<file path="config.mk">
export PLATFORM = sky130hd
export DESIGN_NAME = rx_readout_fmt
export DESIGN_NICKNAME = d
export VERILOG_FILES = /design/src/rtl/rxf_pkg.sv /design/src/rtl/rxf_fifo.sv /design/src/rtl/rxf_countdown.sv /design/src/rtl/rxf_lane_align.sv /design/src/rtl/rx_readout_fmt.sv
export SDC_FILE = /design/constraint.sdc
export NUM_CORES = 1
export LEC_CHECK = 0
export BUFFER_PORTS_ARGS = -buffer_cell sky130_fd_sc_hd__buf_2
export CAP_MARGIN = 30
export CORE_ASPECT_RATIO = 0.8
export CORE_MARGIN = 3
export CORE_UTILIZATION = 35
export CTS_CLUSTER_DIAMETER = 120
export DETAILED_ROUTE_END_ITERATION = 8
export SYNTH_ARGS = -nofsm -noshare
export SYNTH_HDL_FRONTEND = slang
export SYNTH_SLANG_ARGS = --single-unit
</file>
<file path="constraint.sdc">
create_clock -name clk -period 13.2 [get_ports clk]
set_input_delay 1.98 -clock clk [delete_from_list [all_inputs] [get_ports clk]]
set_output_delay 1.98 -clock clk [all_outputs]
set_load 0.05 [all_outputs]
</file>
<file path="src/rtl/rxf_pkg.sv">
package rxf_pkg;
    typedef enum logic [1:0] {
        PH_LEAD = 2'd0,
        PH_DATA = 2'd1,
        PH_PAD  = 2'd2
    } rxf_phase_e;

    // Low bits of the emitted-word count that must be zero at packet end.
    function automatic logic [2:0] align_mask(input logic [1:0] code);
        case (code)
            2'b01:   return 3'b011;
            2'b10:   return 3'b111;
            default: return 3'b000;
        endcase
    endfunction
endpackage

</file>
<file path="src/rtl/rxf_fifo.sv">
module rxf_fifo #(
    parameter int W     = 32,
    parameter int DEPTH = 16,
    localparam int AW   = $clog2(DEPTH),
    localparam int LW   = $clog2(DEPTH + 1)
) (
    input  logic          clk,
    input  logic          rst_n,
    input  logic          flush,
    input  logic          push,
    input  logic [W-1:0]  din,
    input  logic          pop,
    output logic [W-1:0]  dout,
    output logic [LW-1:0] level,
    output logic          empty
);
    typedef struct packed {
        logic [AW-1:0] wp;
        logic [AW-1:0] rp;
        logic [LW-1:0] lvl;
    } fifo_st_t;

    fifo_st_t st_d, st_q;
    logic [W-1:0] mem [DEPTH];
    logic push_ok, pop_ok;

    assign push_ok = push && !flush && (st_q.lvl != LW'(DEPTH));
    assign pop_ok  = pop && !flush && (st_q.lvl != '0);

    always_comb begin
        st_d = st_q;
        if (flush) begin
            st_d = '0;
        end else begin
            if (push_ok) st_d.wp = st_q.wp + AW'(1);
            if (pop_ok)  st_d.rp = st_q.rp + AW'(1);
            st_d.lvl = st_q.lvl + LW'(push_ok) - LW'(pop_ok);
        end
    end

    always_ff @(posedge clk or negedge rst_n) begin
        if (!rst_n) st_q <= '0;
        else        st_q <= st_d;
    end

    always_ff @(posedge clk) begin
        if (push_ok) mem[st_q.wp] <= din;
    end

    assign dout  = mem[st_q.rp];
    assign level = st_q.lvl;
    assign empty = (st_q.lvl == '0);
endmodule

</file>
<file path="src/rtl/rxf_countdown.sv">
module rxf_countdown #(
    parameter int CW = 12
) (
    input  logic          clk,
    input  logic          rst_n,
    input  logic          load,
    input  logic [CW-1:0] load_val,
    input  logic          dec,
    input  logic          irq_clr,
    output logic [CW-1:0] count,
    output logic          irq
);
    typedef struct packed {
        logic [CW-1:0] cnt;
        logic          flag;
    } cd_st_t;

    cd_st_t st_d, st_q;
    logic hit_zero;

    assign hit_zero = !load && dec && (st_q.cnt == CW'(1));

    always_comb begin
        st_d = st_q;
        if (load)                       st_d.cnt = load_val;
        else if (dec && st_q.cnt != '0) st_d.cnt = st_q.cnt - CW'(1);
        if (irq_clr)  st_d.flag = 1'b0;
        if (hit_zero) st_d.flag = 1'b1;
    end

    always_ff @(posedge clk or negedge rst_n) begin
        if (!rst_n) st_q <= '0;
        else        st_q <= st_d;
    end

    assign count = st_q.cnt;
    assign irq   = st_q.flag;
endmodule

</file>
<file path="src/rtl/rxf_lane_align.sv">
module rxf_lane_align #(
    parameter int LEN_W = 11
) (
    input  logic [31:0]      cur,
    input  logic [31:0]      prev,
    input  logic [1:0]       boff,
    input  logic [LEN_W-1:0] word_idx,
    input  logic [LEN_W-1:0] len,
    output logic [31:0]      dout
);
    localparam int LANES = 4;
    localparam int PW    = LEN_W + 2;

    logic [63:0] cat;
    logic [5:0]  sh_amt;
    logic [31:0] shifted;
    logic [PW-1:0] lo, hi;

    assign cat     = {cur, prev};
    assign sh_amt  = 6'd32 - {1'b0, boff, 3'b000};
    assign shifted = 32'(cat >> sh_amt);
    assign lo      = PW'(boff);
    assign hi      = PW'(len) + PW'(boff);

    for (genvar j = 0; j < LANES; j++) begin : g_lane
        logic [PW-1:0] pos;
        logic          keep;
        assign pos  = {word_idx, 2'(j)};
        assign keep = (pos >= lo) && (pos < hi);
        assign dout[8*j +: 8] = keep ? shifted[8*j +: 8] : 8'h00;
    end
endmodule

</file>
<file path="src/rtl/rx_readout_fmt.sv">
module rx_readout_fmt
    import rxf_pkg::*;
#(
    parameter int DATA_DEPTH = 16,
    parameter int STAT_DEPTH = 4,
    parameter int LEN_W      = 11,
    parameter int CNT_W      = 12,
    localparam int DLW       = $clog2(DATA_DEPTH + 1),
    localparam int SLW       = $clog2(STAT_DEPTH + 1)
) (
    input  logic             clk,
    input  logic             rst_n,
    input  logic             wr_data_valid,
    input  logic [31:0]      wr_data,
    input  logic             wr_len_valid,
    input  logic [LEN_W-1:0] wr_len,
    input  logic [1:0]       cfg_end_align,
    input  logic [4:0]       cfg_offset,
    input  logic             cnt_load,
    input  logic [CNT_W-1:0] cnt_value,
    input  logic             irq_clr,
    input  logic             discard_req,
    input  logic             rd_strobe,
    output logic [31:0]      rd_data,
    output logic             rd_valid,
    output logic             rd_last,
    output logic             pkt_avail,
    output logic             irq,
    output logic [CNT_W-1:0] cnt_remaining,
    output logic             discard_busy,
    output logic [DLW-1:0]   data_level,
    output logic [SLW-1:0]   stat_level
);
    localparam int XW = LEN_W + 1;

    typedef struct packed {
        logic             in_pkt;
        rxf_phase_e       phase;
        logic [2:0]       lead;
        logic [LEN_W-1:0] idx;
        logic [LEN_W-1:0] len;
        logic [1:0]       boff;
        logic [2:0]       amask;
        logic [2:0]       emit;
        logic [31:0]      carry;
        logic [31:0]      rdata;
        logic             rvalid;
        logic             rlast;
        logic             discard;
    } rd_st_t;

    rd_st_t st_d, st_q;

    logic [31:0]      data_dout;
    logic             data_empty, stat_empty;
    logic [LEN_W-1:0] stat_dout;
    logic             accept, starting, data_pop, stat_pop;

    // Effective packet context: fresh values on the first read, held ones after.
    rxf_phase_e       e_phase;
    logic [LEN_W-1:0] e_len, e_idx;
    logic [1:0]       e_boff;
    logic [2:0]       e_amask, e_lead, e_emit, emit_n;
    logic [31:0]      e_carry, cur_word, shaped;
    logic [XW-1:0]    d_words, f_words;
    logic             in_lead, in_pad, has_src, data_end, aligned;

    assign accept   = rd_strobe && !st_q.discard && (st_q.in_pkt || !stat_empty);
    assign starting = !st_q.in_pkt;

    assign e_phase = starting ? PH_LEAD : st_q.phase;
    assign e_len   = starting ? stat_dout : st_q.len;
    assign e_idx   = starting ? '0 : st_q.idx;
    assign e_boff  = starting ? cfg_offset[1:0] : st_q.boff;
    assign e_amask = starting ? align_mask(cfg_end_align) : st_q.amask;
    assign e_lead  = starting ? 3'd0 : st_q.lead;
    assign e_emit  = starting ? 3'd0 : st_q.emit;
    assign e_carry = starting ? 32'd0 : st_q.carry;

    assign d_words  = ({1'b0, e_len} + XW'(e_boff) + XW'(3)) >> 2;
    assign f_words  = ({1'b0, e_len} + XW'(3)) >> 2;
    assign in_lead  = (e_phase == PH_LEAD) && (e_lead < cfg_offset[4:2]);
    assign in_pad   = (e_phase == PH_PAD);
    assign has_src  = ({1'b0, e_idx} < f_words);
    assign data_end = (({1'b0, e_idx} + XW'(1)) == d_words);
    assign emit_n   = e_emit + 3'd1;
    assign aligned  = ((emit_n & e_amask) == 3'd0);
    assign cur_word = has_src ? data_dout : 32'd0;

    assign data_pop = accept && !in_lead && !in_pad && has_src;
    assign stat_pop = accept && starting;

    rxf_lane_align #(.LEN_W(LEN_W)) u_align (
        .cur      (cur_word),
        .prev     (e_carry),
        .boff     (e_boff),
        .word_idx (e_idx),
        .len      (e_len),
        .dout     (shaped)
    );

    rxf_fifo #(.W(32), .DEPTH(DATA_DEPTH)) u_data_q (
        .clk   (clk),
        .rst_n (rst_n),
        .flush (st_q.discard),
        .push  (wr_data_valid),
        .din   (wr_data),
        .pop   (data_pop),
        .dout  (data_dout),
        .level (data_level),
        .empty (data_empty)
    );

    rxf_fifo #(.W(LEN_W), .DEPTH(STAT_DEPTH)) u_stat_q (
        .clk   (clk),
        .rst_n (rst_n),
        .flush (st_q.discard),
        .push  (wr_len_valid),
        .din   (wr_len),
        .pop   (stat_pop),
        .dout  (stat_dout),
        .level (stat_level),
        .empty (stat_empty)
    );

    rxf_countdown #(.CW(CNT_W)) u_cd (
        .clk      (clk),
        .rst_n    (rst_n),
        .load     (cnt_load),
        .load_val (cnt_value),
        .dec      (accept),
        .irq_clr  (irq_clr),
        .count    (cnt_remaining),
        .irq      (irq)
    );

    always_comb begin
        st_d         = st_q;
        st_d.rvalid  = 1'b0;
        st_d.rlast   = 1'b0;
        st_d.discard = discard_req && !st_q.discard;
        if (st_q.discard) begin
            st_d.in_pkt = 1'b0;
            st_d.phase  = PH_LEAD;
        end else if (accept) begin
            st_d.rvalid = 1'b1;
            st_d.in_pkt = 1'b1;
            st_d.len    = e_len;
            st_d.boff   = e_boff;
            st_d.amask  = e_amask;
            st_d.emit   = emit_n;
            st_d.idx    = e_idx;
            st_d.carry  = e_carry;
            st_d.lead   = e_lead;
            if (in_lead) begin
                st_d.rdata = 32'd0;
                st_d.phase = PH_LEAD;
                st_d.lead  = e_lead + 3'd1;
            end else if (!in_pad) begin
                st_d.rdata = shaped;
                st_d.carry = cur_word;
                st_d.idx   = e_idx + LEN_W'(1);
                st_d.phase = PH_DATA;
                if (data_end) begin
                    if (aligned) begin
                        st_d.in_pkt = 1'b0;
                        st_d.rlast  = 1'b1;
                    end else begin
                        st_d.phase  = PH_PAD;
                    end
                end
            end else begin
                st_d.rdata = 32'd0;
                if (aligned) begin
                    st_d.in_pkt = 1'b0;
                    st_d.rlast  = 1'b1;
                end
            end
        end
    end

    always_ff @(posedge clk or negedge rst_n) begin
        if (!rst_n) st_q <= '0;
        else        st_q <= st_d;
    end

    assign rd_data      = st_q.rdata;
    assign rd_valid     = st_q.rvalid;
    assign rd_last      = st_q.rlast;
    assign pkt_avail    = !stat_empty;
    assign discard_busy = st_q.discard;

    logic unused_ok;
    assign unused_ok = data_empty;
endmodule

</file>
======== Word-level counts from Yosys, hierarchy flattened ========
Memory sizes are Yosys's and may differ from the RTL's.
Cells that the tools add are included.
operators by class
  $add $sub $neg .......................... 18
  magnitude comparators ................... 10
  equality and inequality tests ........... 8
  shift-type cells ........................ 1
  mux-type cells .......................... 49
  bitwise operators ....................... 2
  reduce and logical (&&, ||, !) cells .... 45
operator list
  operator                 count
  $mux W32                 6
  $mux W102                1
  $shr A64 B6 Y32          1
  $ge A13 B2 Y1            4
  $lt A13 B13 Y1           4
  $mux W11                 4
  $mux W8                  4
  $add A11 B2 Y12          2
  $mux W12                 2
  $logic_and A1 B1 Y1      23
  $mux W3                  6
  $mux W2                  8
  $reduce_bool A2 Y1       7
  $mux W1                  13
  $mux W13                 1
  $add A11 B1 Y12 const B  1
  $add A11 B2 Y12 const B  1
  $add A12 B2 Y12 const B  1
  $eq A12 B1 Y1 const B    1
  $eq A12 B10 Y1           1
  $reduce_bool A12 Y1      1
  $sub A12 B1 Y12 const B  1
  $add A11 B1 Y11 const B  1
  $lt A11 B10 Y1           1
  25 further kinds         38
storage, ports and cells
  flip-flop bits (word level) ............. 136
  RAM bits ................................ 556
  input bits .............................. 70
  output and inout port bits .............. 57
  logic and storage cells ................. 156
  memories kept ........................... 2
memories
  name          words  bits a word  rd ports  clocked after memory_dff  write ports  line            RTL
  u_data_q.mem  16     32           1         0                         1            rxf_fifo.sv:24  logic [W-1:0] mem [DEPTH];
  u_stat_q.mem  4      11           1         0                         1            rxf_fifo.sv:24

======== Logic depth before layout (Yosys ltp) ========
Gate-level depths: netlist (run 1).
  depth in word-level cells ............... 11
  depth in mapped cells ................... 24
  depth with buffers taken out ............ 22

======== Modules after synthesis ========
From an unflattened synthesis (run 1), not the netlist that was laid out.
second synthesis, totals
  cell total of the unflattened synthesis .. 2176
  area total of the unflattened synthesis .. 31846.8 um2
by module, submodules not included
  module               times used  cells each  area an instance (um2)  sequential area each (um2)
  rxf_fifo (u_data_q)  1           1026        20503.4                 15700.1
  rx_readout_fmt       1           682         6163.4                  2577.5
  rxf_lane_align       1           270         2240.9                  0.0
  rxf_fifo (u_stat_q)  1           105         2094.5                  1496.4
  rxf_countdown        1           93          844.6                   325.3

======== Least setup slack after synthesis (run 1) ========
No wires, ideal clock.
  path type ............................... input -> register
  from .................................... input port cfg_offset[0]
  to ...................................... register st_q, in the netlist rd_data[10]
  setup time .............................. 0.088 ns
  arrival ................................. 5.862 ns
  required time ........................... 13.112 ns
  setup slack ............................. 7.250 ns
  cell stages on the path ................. 19
  path buffers ............................ 3
  cells stage by stage .................... mux2i_1 clkinv_1 buf_1 clkbuf_1 ha_1 fa_1 nand2_1 nor3_1 xnor2_1 ha_1 a21o_1 a2bb2oi_1 a21oi_1 nor3_1 o2111ai_1 or3_1 buf_2 o221a_1 a41oi_1
between the ends
  cells in the longest elaborated chain, start to end .. 7
  elaborated cells on any way between the ends .. 10
  those cells by class .................... add/sub: 2; order compare: 2; shift: 1; mux: 4; reduce/logical: 1
ends and longest elaborated chain
  element                 line                   RTL
  start: declaration      rx_readout_fmt.sv:18   input logic [4:0] cfg_offset,
  $mux W2 *               rx_readout_fmt.sv:74   assign e_boff = starting ? cfg_offset[1:0] : st_q.boff;
  via e_boff[0]           rx_readout_fmt.sv:62   logic [1:0] e_boff;
  $add A11 B2 Y12         rxf_lane_align.sv:23   assign hi = PW'(len) + PW'(boff);
  $lt A13 B13 Y1          rxf_lane_align.sv:29   assign keep = (pos >= lo) && (pos < hi);
  $logic_and A1 B1 Y1     rxf_lane_align.sv:29
  $mux W8 *               rxf_lane_align.sv:30   assign dout[8*j +: 8] = keep ? shifted[8*j +: 8] : 8'h00;
  $mux W32 *              rx_readout_fmt.sv:159  end else if (!in_pad) begin
  $mux W32 *              rx_readout_fmt.sv:155  if (in_lead) begin
  end signal: assignment  rx_readout_fmt.sv:184  else st_q <= st_d;
  end: declaration        rx_readout_fmt.sv:52   rd_st_t st_d, st_q;
Mark *: on every way through the listed nets, which the timed path passes. The rest lies on a longest branch.
A chain may end at the register's enable or synchronous reset.

======== Final worst setup path (run 1) ========
  from .................................... input port cfg_offset[0]
  to ...................................... register st_q, in the netlist rd_data[8]
between the ends
  cells in the longest elaborated chain, start to end .. 7
  elaborated cells on any way between the ends .. 10
  those cells by class .................... add/sub: 2; order compare: 2; shift: 1; mux: 4; reduce/logical: 1
ends and longest elaborated chain
  element              line
  $mux W2 *            rx_readout_fmt.sv:74
  $add A11 B2 Y12      rxf_lane_align.sv:23
  $lt A13 B13 Y1       rxf_lane_align.sv:29
  $logic_and A1 B1 Y1  rxf_lane_align.sv:29
  $mux W8 *            rxf_lane_align.sv:30
  $mux W32 *           rx_readout_fmt.sv:159
  $mux W32 *           rx_readout_fmt.sv:155
Every way passes the cells marked *; elsewhere a longest branch is shown, timed or not.

==> metrics.cfg, run 1 <==
[run_status]
status=finished clean

[grt]
grt_pass1_vias=18000
grt_pass1_wl_um=119000
grt.busiest_layer=met2
grtUsageMet1=0.248
grt_usage=0.171
grtUsageMet2=0.260
antenna_found_initial=6
grt_max_degree=96
grt_overflow=0
met3_usage=0.0408

[clock_network]
clock_latency_ps=620
cts_buffer_depth=3
postCtsSetupBuffers=0
numCtsBuffers=73
cts_hold_buffers=0
cts-root-buf=clkbuf_16
cts_tree=done
h-tree-depth=3
clk_pin_slew_ps=60
ctsResizeCount=0
clock_sinks=692

[placed_design]
dpl.hpwl_um=50200
globalplace.congestion=0.876
port_buffers=126
placed_cell_area_sq_um=32800

[setup_path]
crit_arrival_ps=6910
end_kind=flip-flop
worst_setup_path_start_kind=input port
crit_type=input port to flip-flop
critPathBufInv=4
crit_path_max_incr_delay_ps=630
crit_family=compound AO/OA/AOI/OAI gates
slowest_stage=or3_1
path_cells=buf_2, mux2i_4, buf_4, clkinv_1, buf_4, ha_1, fa_1, nand2_1, nor2_1, nand2_1, xor2_1, ha_1, a21oi_1, a2bb2oi_1, a21oi_1, nor3_1, o2111ai_1, or3_1, o221a_1, a41oi_1
critical_path.max_fanout=42
required_ps=13720

[die]
core_area_sq_um=86600
start_util=0.357
io_pins=127
rows=96
die_h_um=272
dieArea_sq_um=92000
die_w_um=338

[logic_synthesis]
postSynthAreaPerCell_sq_um=14.9
synthFlopType=edfxtp_1
synth_edf_count=556
ys_seq_area_frac=0.650
syn_inst=2071
ys_warn_count=0
ys_ff_latch=692
synth_area_sq_um=30900
ys_async_sr_fraction=0.197
synth_nets=2198
synth_cell_types=74

[layout]
drive_gt1_frac=0.218
fill_cells=7843
area_growth_pct=13.4
post-route-cell-area_sq_um=35100
multi_input_area_sq_um=9970
regArea_sq_um=20100
layout.nets=2285

[power]
swShare=0.362
clkPwrFrac=0.273
cellPowerDensity_nw_per_um2=206
p_leak_uw=0.0121
p_int_uw=4610
power_uw=7230
ir_drop_uv=152
switching_power_uw=2620
seq_power_share=0.386
pwr-share-comb=0.341

[route]
vias=18200
drcViolationCount=0
initialDrtViolationCount=1867
antenna_left=0
routed_via_density=5.35
wl_per_cell_um=23.3
dr.pass1.iters=6
routed_wl_um=79300

[min_path]
min_path_type=flip-flop to flip-flop

[timing]
clock.fmax_mhz=156
tns_ps=0
setup_viol=0
worstMarginPinSlew_ps=988
hold_violations=0
fin_worst_skew_ps=19.5
maxSlewHeadroom=0.322
drv_slew=0
rsz0062_at_grt=false
whs_ps=467
timing.final.crit_share=0.485
layout_min_cycle_time_ps=6400

[job]
drv_cap=0

## cells in the final DEF, fill, tap and decap left out, types with 34 or more instances in the layout
| cell | n |
|---|---|
| a21oi_1 | 67 |
| buf_2 | 125 |
| buf_4 | 36 |
| clkbuf_16 | 74 |
| dfrtp_1 | 131 |
| edfxtp_1 | 556 |
| ha_1 | 53 |
| inv_1 | 55 |
| mux2_2 | 34 |
| mux2i_1 | 57 |
| mux4_2 | 146 |
| nand2_1 | 213 |
| nor2_1 | 91 |
| nor3_1 | 34 |
| o21ai_0 | 125 |
| xnor2_1 | 36 |
## worst register-to-register path, cell delays in order, from the launching register on
cell,delay (ps)
dfrtp_2,380
buf_4,340
inv_1,330
buf_4,440
nand2_1,230
o31a_1,450
or2_2,350
o21ai_0,90
ha_1,270
a21o_1,180
a21o_1,170
a2111oi_0,400
o31a_1,390
and3_1,260
o21ai_0,160
inv_1,180
ha_1,140
inv_1,40
ha_1,210
fa_1,400
a21oi_1,150
nor2_1,60
or3_1,340
a21oi_1,140
## cell type report
class,instances,share of cell area
antenna,5,0.000357
clock buffer,104,0.0580
clock inverter,30,0.00785
inverter,56,0.00599
multi-input combinational,1169,0.284
sequential,692,0.573
tap,1176,0.0419
timing repair buffer,166,0.0284
## power by group through the flow
stage	logic, uW	registers, uW	clock network [uW]
2_1_floorplan	1850	2740	0
3_3_place_gp	2420	2820	0
3_5_place_dp	2450	2830	0
5_1_grt	2680	2820	2120
6_report	2470	2790	1970
4_1_cts	2460	2790	2020
## per-stage QoR
stage,setup slack (ps),utilization,instances
after floorplan,7250,-,2071
after global placement,6260,0.377,3256
after detailed placement,6230,0.378,3259
after CTS,6860,0.405,3393
after global routing,6390,0.405,3393
final,6800,0.405,3398
## metal layers
metal	vias to the layer above	share of wire	wire length (um)
met5	-	0.00016	13
met4	2	0.016	1260
met3	95	0.073	5790
met2	608	0.45	35900
met1	9348	0.46	36400
li1	8114	-	-
## registers in the layout (all words and copies together) (netlist names)
signal / count
discard_busy: 1
rd_data: 32
rd_last: 1
rd_valid: 1
st_q: 68
u_cd.count: 12
u_cd.irq: 1
u_data_q.level: 5
u_data_q.mem: 512
u_data_q.st_q: 8
u_stat_q.level: 3
u_stat_q.mem: 44
u_stat_q.st_q: 4
## cell families (layout without fill, tap and decap cells)
family	Yosys count	after routing	share of synthesized area
fa+ha+maj	57	57	0.0240
compound gates	341	341	0.0712
other cells	0	5	0
flops	692	692	0.650
xor+xnor	55	55	0.0156
simple gates	477	477	0.0692
buf+inv	210	356	0.0318
mux	239	239	0.138
## path summary, 6_finish.rpt
kind,from,endpoint,slack (ps),cells past startpoint
worst min register to register,st_q[68]$_DFFE_PN0P_,st_q[68]$_DFFE_PN0P_,470,2
worst min-delay path,st_q[68]$_DFFE_PN0P_,st_q[68]$_DFFE_PN0P_,470,2
worst max-delay path,cfg_offset[0],rd_data[8]$_DFFE_PN0P_,6800,20
min in group asynchronous,rst_n,rd_data[21]$_DFFE_PN0P_,1350,1
max in group asynchronous,rst_n,u_data_q.st_q[7]$_DFFE_PN0P_,10610,3
worst max register to register,st_q[102]$_DFFE_PN0P_,u_data_q.level[4]$_DFF_PN0_,7010,23
## cells in the mapped netlist, types with 7 or more instances
master,number,share of area
mux2_2,34,0.012
inv_1,55,0.0067
nor2_1,103,0.013
a21oi_1,67,0.011
buf_2,17,0.0028
ha_1,53,0.021
o31ai_1,12,0.0029
o21ai_0,125,0.020
nand4_1,7,0.0014
nand2b_1,9,0.0018
mux2i_1,58,0.019
or3_1,21,0.0042
xnor2_1,36,0.010
a41oi_1,9,0.0025
o221a_1,8,0.0029
and2_1,23,0.0047
buf_4,42,0.010
clkbuf_1,79,0.0096
xor2_1,19,0.0054
o31a_1,11,0.0031
nand3_1,30,0.0049
nor2b_1,8,0.0016
o221ai_1,11,0.0031
edfxtp_1,556,0.54
nand2_1,213,0.026
mux4_2,146,0.11
a21o_1,11,0.0027
nor3_1,38,0.0062
a22o_1,14,0.0040
a22oi_1,16,0.0039
dfrtp_1,136,0.11
a31oi_1,16,0.0032
buf_1,14,0.0017
Power figures use the tool's default switching activity.
==> inputs of run 2 (changes only) <==
--- a/config.mk
+++ b/config.mk
@@ -5,6 +5,7 @@
 export SDC_FILE = /design/constraint.sdc
 export NUM_CORES = 1
 export LEC_CHECK = 0
+export ABC_AREA = 1
 export BUFFER_PORTS_ARGS = -buffer_cell sky130_fd_sc_hd__buf_2
 export CAP_MARGIN = 30
 export CORE_ASPECT_RATIO = 0.8
==> constraint.sdc (replaced) <==
create_clock -name clk -period 5.8 [get_ports clk]
set_input_delay 0.87 -clock clk [delete_from_list [all_inputs] [get_ports clk]]
set_output_delay 0.87 -clock clk [all_outputs]
set_load 0.05 [all_outputs]
==> run 2 against run 1 <==
Non-clock buffer count is 23 higher. Combinational power grew to 3.0 times the previous value. Clock skew is 4.8 ps higher. Register-to-register slack worse by 6300 ps.
==> metrics.cfg, run 2 <==
[timing]
layout_min_cycle_time_ps=5100
maxSlewHeadroom=0.313  ; was 0.322
clock.fmax_mhz=196
drv_slew=0  ; unchanged
worstMarginPinSlew_ps=1030  ; was 988 ps
tns_ps=0  ; unchanged
hold_violations=0  ; unchanged
timing.final.crit_share=0.879
rsz0062_at_grt=false  ; unchanged
setup_viol=0  ; unchanged
fin_worst_skew_ps=24.3  ; was 19.5 ps

[job]
drv_cap=0  ; unchanged

[clock_network]
clock_sinks=692  ; unchanged
cts_tree=done  ; unchanged
cts-root-buf=clkbuf_16  ; unchanged
cts_hold_buffers=0  ; unchanged
numCtsBuffers=73  ; unchanged
postCtsSetupBuffers=0  ; unchanged
clk_pin_slew_ps=60  ; about the same
h-tree-depth=3  ; unchanged
clock_latency_ps=630  ; was 620 ps
cts_buffer_depth=3  ; unchanged
ctsResizeCount=0  ; unchanged

[logic_synthesis]
ys_warn_count=0  ; unchanged
synthFlopType=edfxtp_1  ; unchanged
ys_ff_latch=692  ; unchanged
synth_edf_count=556  ; unchanged
postSynthAreaPerCell_sq_um=10.4  ; was 14.9 sq um
synth_cell_types=54  ; was 74
synthTopCellsByCount=nand2_1 (744), edfxtp_1 (556), nand3_1 (324), nor2_1 (254), o21ai_0 (200)  ; was edfxtp_1 (556), nand2_1 (213), mux4_2 (146), dfrtp_1 (136), o21ai_0 (125)
synthTopCellsByArea=edfxtp_1 (52%), dfrtp_1 (11%), nand2_1 (8.7%)  ; was edfxtp_1 (54%), dfrtp_1 (11%), mux4_2 (11%)
synth_top_area_frac=0.519  ; was 0.540
synth_area_sq_um=32200  ; was 30900 sq um
synth_nets=3210  ; was 2198
synth_most_common_cell=nand2_1  ; was edfxtp_1
ys_seq_area_frac=0.625  ; was 0.650
yosys.area.top_type=edfxtp_1  ; unchanged
ys_async_sr_fraction=0.197  ; unchanged
syn_inst=3083  ; was 2071

[run_status]
status=finished clean  ; unchanged

[layout]
final_common_cell=nand2_1  ; was edfxtp_1
largest_reg_flops=512  ; unchanged
final_util=0.401  ; was 0.405
layout.nets=3237  ; was 2285
regMostFlops=u_data_q.mem  ; unchanged
most-common-layout-cells=nand2_1 (744), edfxtp_1 (556), nand3_1 (324), nor2_1 (238), o21ai_0 (200)  ; was edfxtp_1 (556), nand2_1 (213), mux4_2 (146), dfrtp_1 (131)
drive_gt1_frac=0.119  ; was 0.218
post-route-cell-area_sq_um=36200  ; was 35100 sq um
reg_top3=u_data_q.mem: 512 flops, st_q: 68 flops, u_stat_q.mem: 44 flops  ; unchanged
area_growth_pct=12.5  ; was 13.4%

[route]
routed_via_density=5.33  ; was 5.35
drcViolationCount=0  ; unchanged
initialDrtViolationCount=2178  ; was 1867
vias=23300  ; was 18200
wl_per_cell_um=21.1  ; was 23.3 um
routed_wl_um=92300  ; was 79300 um
dr.pass1.iters=5  ; was 6
antenna_left=0  ; unchanged

[setup_path]
crit_path_max_incr_delay_ps=590  ; was 630 ps
required_ps=6300  ; was 13720 ps
crit_type=flip-flop to flip-flop  ; was input port to flip-flop
worst_setup_path_start_kind=flip-flop  ; was input port
crit_top_cell=nand2_1
slowest_stage=dfrtp_1  ; was or3_1
crit_arrival_ps=5600  ; was 6910 ps
end_kind=flip-flop  ; unchanged
critical_path.max_fanout=13  ; was 42

[die]
die_w_um=345  ; was 338 um
dieArea_sq_um=95600  ; was 92000 sq um
start_util=0.357  ; about the same
rows=98  ; was 96
die_h_um=277  ; was 272 um
io_pins=127  ; unchanged
core_area_sq_um=90200  ; was 86600 sq um

[placed_design]
port_buffers=126  ; unchanged
globalplace.congestion=0.853  ; was 0.876
placed_cell_area_sq_um=33900  ; was 32800 sq um
dpl.hpwl_um=55100  ; was 50200 um

[grt]
antenna_found_initial=9  ; was 6
grt_usage=0.189  ; was 0.171
grt_max_degree=132  ; was 96
grt_pass1_vias=22200  ; was 18000
grt_overflow=0  ; unchanged
grt_pass1_wl_um=140000  ; was 119000 um

[power]
ir_drop_uv=457  ; was 152 uV
cellPowerDensity_nw_per_um2=507  ; was 206 nW/um^2
p_leak_uw=0.0135  ; was 0.0121 uW
power_uw=18300  ; was 7230 uW

[min_path]
min_path_type=input port to asynchronous set/reset pin  ; was flip-flop to flip-flop

-- run 2: cell count changes after synthesis, sizes merged, moves of 59 or more --
| cell | delta |
|---|---|
| o2111ai | +127 |
| mux4 | -146 |
| nand2 | +543 |
| o21ai | +91 |
| clkbuf | +60 |
| mux2i | -59 |
| inv | +79 |
| nor2 | +157 |
| nand3 | +298 |
-- run 2: layout make-up --
cell class / instances / area [sq um]
diodes: 8 / 20.0
clock buffers: 93 / 1900
clock inverters: 32 / 352
fillers: 8743 / 54000
inverters: 136 / 520
multi-input cells: 2018 / 10500
flip-flops and latches: 692 / 20100
well taps: 1200 / 1500
repair buffers: 189 / 1260
-- run 2: through the flow --
step	hold slack, ps	cells	worst slack (ps)
after floorplan	445	3083	1390
after global placement	463	4224	659
after detailed placement	467	4232	600
after CTS	124	4357	554
after global routing	148	4361	262
final	144	4368	701
-- run 2: kinds of logic (layout without fill, tap and decap cells) --
group                    Yosys count  count (layout)  synth area share
flip-flops                       692             692             0.625
XOR/XNOR                          27              27           0.00735
other                              0               8                 0
AND/OR/NAND/NOR                 1439            1439             0.192
adder cells (fa/ha/maj)           57              57            0.0231
buffers and inverters            373             450            0.0518
AO/OA/AOI/OAI                    495             495             0.101
-- run 2: path summary, 6_finish.rpt --
check,startpoint,endpoint,slack [ps],depth (start not counted)
max in group asynchronous,rst_n,u_data_q.st_q[6]$_DFFE_PN0P_,4500,2
max reg2reg,u_stat_q.st_q[4]$_DFFE_PN0P_,u_data_q.level[4]$_DFF_PN0_,700,29
min,rst_n,u_cd.count[9]$_DFFE_PN0P_,140,1
min in group clk,irq_clr,u_cd.irq$_DFFE_PN0P_,440,2
max,u_stat_q.st_q[4]$_DFFE_PN0P_,u_data_q.level[4]$_DFF_PN0_,700,29
min reg2reg,rd_data[2]$_DFFE_PN0P_,rd_data[2]$_DFFE_PN0P_,480,2
-- run 2: per-layer routing --
metal | vias up | global-route usage | wire length, um | part of all wire
met2 | 816 | 0.285 | 40800 | 0.44
met3 | 137 | 0.0330 | 6770 | 0.073
met4 | 4 | 0.0480 | 2210 | 0.024
met5 | - | 0 | 28 | 0.00030
met1 | 11300 | 0.281 | 42600 | 0.46
li1 | 11000 | - | - | -
-- run 2: power by group --
group          switching (uW)  internal, uW  total (uW)  leakage [uW]
Sequential                398          5900        6300       0.00678
Clock                    1980          2570        4550       0.00109
Combinational            5360          2150        7500       0.00567
Total                    7730         10600       18300        0.0135
-- run 2: worst max-delay path, delay by kind of cell, from the launching register on --
kind                     cells  cell delay, ps
AO/OA/AOI/OAI                2             170
XOR/XNOR                     1             170
adder cells (fa/ha/maj)      4            1200
buffers and inverters        5             540
flip-flops                   1             590
AND/OR/NAND/NOR             17            2300
==> inputs of run 3 (changes only) <==
--- a/config.mk
+++ b/config.mk
@@ -6,13 +6,14 @@
 export NUM_CORES = 1
 export LEC_CHECK = 0
 export ABC_AREA = 1
-export BUFFER_PORTS_ARGS = -buffer_cell sky130_fd_sc_hd__buf_2
+export BUFFER_PORTS_ARGS = -buffer_cell sky130_fd_sc_hd__buf_4
 export CAP_MARGIN = 30
 export CORE_ASPECT_RATIO = 0.8
 export CORE_MARGIN = 3
 export CORE_UTILIZATION = 35
 export CTS_CLUSTER_DIAMETER = 120
 export DETAILED_ROUTE_END_ITERATION = 8
+export GPL_TIMING_DRIVEN = 1
 export SYNTH_ARGS = -nofsm -noshare
 export SYNTH_HDL_FRONTEND = slang
 export SYNTH_SLANG_ARGS = --single-unit
==> constraint.sdc (replaced) <==
create_clock -name clk -period 5.8 [get_ports clk]
set_input_delay 0.29 -clock clk [delete_from_list [all_inputs] [get_ports clk]]
set_output_delay 0.29 -clock clk [all_outputs]
set_load 0.05 [all_outputs]
==> run 3 against run 2 <==
Setup slack improved by 21 ps. Via count up 0.58%. Highest routed layer is now met4. Largest power group unchanged. Flip-flop and latch count did not move.
==> metrics.cfg, run 3 (synthesized netlist as in run 2, its figures left out) <==
[timing]
fin_worst_skew_ps=17.6  ; was 24.3 ps
tns_ps=0  ; unchanged
rsz0062_at_grt=false  ; unchanged
timing.final.crit_share=0.876  ; was 0.879
layout_min_cycle_time_ps=5080  ; was 5100 ps
maxSlewHeadroom=0.333  ; was 0.313
fin_ws_ps=721  ; was 701 ps
drv_slew=0  ; unchanged
setup_viol=0  ; unchanged
clock.fmax_mhz=197  ; was 196 MHz
worstMarginPinSlew_ps=1000  ; was 1030 ps
hold_violations=0  ; unchanged

[clock_network]
h-tree-depth=3  ; unchanged
clk_pin_slew_ps=60  ; about the same
cts-root-buf=clkbuf_16  ; unchanged
cts_buffer_depth=3  ; unchanged
ctsResizeCount=0  ; unchanged
clock_latency_ps=620  ; was 630 ps
cts_hold_buffers=58  ; was 0
numCtsBuffers=75  ; was 73
postCtsSetupBuffers=0  ; unchanged
clock_sinks=692  ; unchanged
cts_tree=done  ; unchanged

[layout]
final_util=0.411  ; was 0.401
regMostFlops=u_data_q.mem  ; unchanged
final_common_cell=nand2_1  ; unchanged
fill_cells=8615  ; was 8743
largest_reg_flops=512  ; unchanged
most-common-layout-cells=nand2_1 (744), edfxtp_1 (556), nand3_1 (324), nor2_1 (238), o21ai_0 (200)  ; unchanged
drive_gt1_frac=0.115  ; was 0.119
area_growth_pct=15.2  ; was 12.5%
regArea_sq_um=20100  ; about the same
reg_top3=u_data_q.mem: 512 flops, st_q: 68 flops, u_stat_q.mem: 44 flops  ; unchanged
multi_input_area_sq_um=10500  ; unchanged
final-instance-count-excl-fill=4421  ; was 4368
layout.nets=3293  ; was 3237

[route]
routed_via_density=5.30  ; was 5.33
drcViolationCount=0  ; unchanged
vias=23400  ; was 23300
antenna_left=0  ; unchanged
routed_wl_um=91700  ; was 92300 um
dr.pass1.iters=5  ; unchanged
initialDrtViolationCount=2355  ; was 2178
wl_per_cell_um=20.7  ; was 21.1 um

[setup_path]
worst_r2r_path_depth=29  ; unchanged
required_ps=6270  ; was 6300 ps
end_kind=flip-flop  ; unchanged
crit_arrival_ps=5550  ; was 5600 ps
slowest_stage=dfrtp_1  ; unchanged
crit_path_max_incr_delay_ps=600  ; was 590 ps
crit_type=flip-flop to flip-flop  ; unchanged
crit_top_cell=nand2_1  ; unchanged
worst_setup_path_start_kind=flip-flop  ; unchanged
critical_path.max_fanout=13  ; unchanged

[min_path]
min_path_type=input port to flip-flop  ; was input port to asynchronous set/reset pin
holdPathStages=3

[die]
rows=98  ; unchanged
dieArea_sq_um=95600  ; unchanged
core_area_sq_um=90200  ; unchanged
die_h_um=277  ; unchanged
die_w_um=345  ; unchanged
io_pins=127  ; unchanged
start_util=0.357  ; unchanged

[placed_design]
pre_cts_ws_ps=738  ; was 600 ps
dpl.hpwl_um=55200  ; was 55100 um
globalplace.congestion=0.860  ; was 0.853
dpl.cell_count=4231  ; was 4232
port_buffers=126  ; unchanged

[grt]
grt_usage=0.187  ; was 0.189
grt_max_degree=131  ; was 132
antenna_found_initial=4  ; was 9
grt_pass1_wl_um=139000  ; was 140000 um
grt_overflow=0  ; unchanged
grt_pass1_vias=22300  ; was 22200

[power]
power_uw=18500  ; was 18300 uW
cellPowerDensity_nw_per_um2=499  ; was 507 nW/um^2
p_leak_uw=0.0138  ; was 0.0135 uW
ir_drop_uv=379  ; was 457 uV

[run_status]
status=finished clean  ; unchanged

[job]
drv_cap=0  ; unchanged

## run 3: cell count changes in the layout (fill, tap and decap cells not counted), moves of 4 or more
cell and change:
clkbuf_1 +4, inv_6 -4, buf_4 +122, diode_2 -4, buf_2 -125, dlygate4sd3_1 +58
## run 3: worst paths after layout
check                                              from                     endpoint  slack (ps)
setup reg to reg           u_stat_q.st_q[4]$_DFFE_PN0P_  u_data_q.level[4]$_DFF_PN0_         720
setup / recovery           u_stat_q.st_q[4]$_DFFE_PN0P_  u_data_q.level[4]$_DFF_PN0_         720
hold reg to reg                  rd_data[1]$_DFFE_PN0P_       rd_data[1]$_DFFE_PN0P_         480
max in group asynchronous                         rst_n        st_q[102]$_DFFE_PN0P_        4170
min in group asynchronous                         rst_n    u_cd.count[7]$_DFFE_PN0P_         300
hold / removal                                 cnt_load    u_cd.count[9]$_DFFE_PN0P_          40
## run 3: power breakdown
| group | total, uW | internal, uW | switching [uW] |
|---|---|---|---|
| Combinational | 7600 | 2260 | 5340 |
| Clock | 4560 | 2620 | 1940 |
| Sequential | 6330 | 5900 | 424 |
## run 3: cell type report
type / instances / share of cell area
antenna: 4 / 0.000270
clock buffer: 99 / 0.0531
clock inverter: 29 / 0.00874
inverter: 136 / 0.0140
multi-input combinational: 2018 / 0.284
sequential: 692 / 0.542
tap: 1200 / 0.0405
timing repair buffer: 243 / 0.0566
## run 3: layer usage
| metal | vias up | track usage | routed length, um |
|---|---|---|---|
| met3 | 156 | 0.0303 | 5790 |
| li1 | 11100 | - | - |
| met5 | - | 0 | 0 |
| met2 | 752 | 0.282 | 40200 |
| met4 | 0 | 0.0543 | 2540 |
| met1 | 11400 | 0.277 | 43100 |
## run 3: through the flow
stage	hold slack, ps	instance area (sq um)
2_1_floorplan	-5.59	32200
3_3_place_gp	421	34000
3_5_place_dp	428	34200
4_1_cts	3.68	37100
5_1_grt	21.5	37100
6_report	37.6	37100
## run 3: critical path, delay by kind of cell (launching register included)
family	cells	cell delay (ps)
XOR/XNOR	1	150
adder cells (fa/ha/maj)	4	1200
buffers and inverters	5	530
flip-flops	1	600
AO/OA/AOI/OAI	2	160
AND/OR/NAND/NOR	17	2300
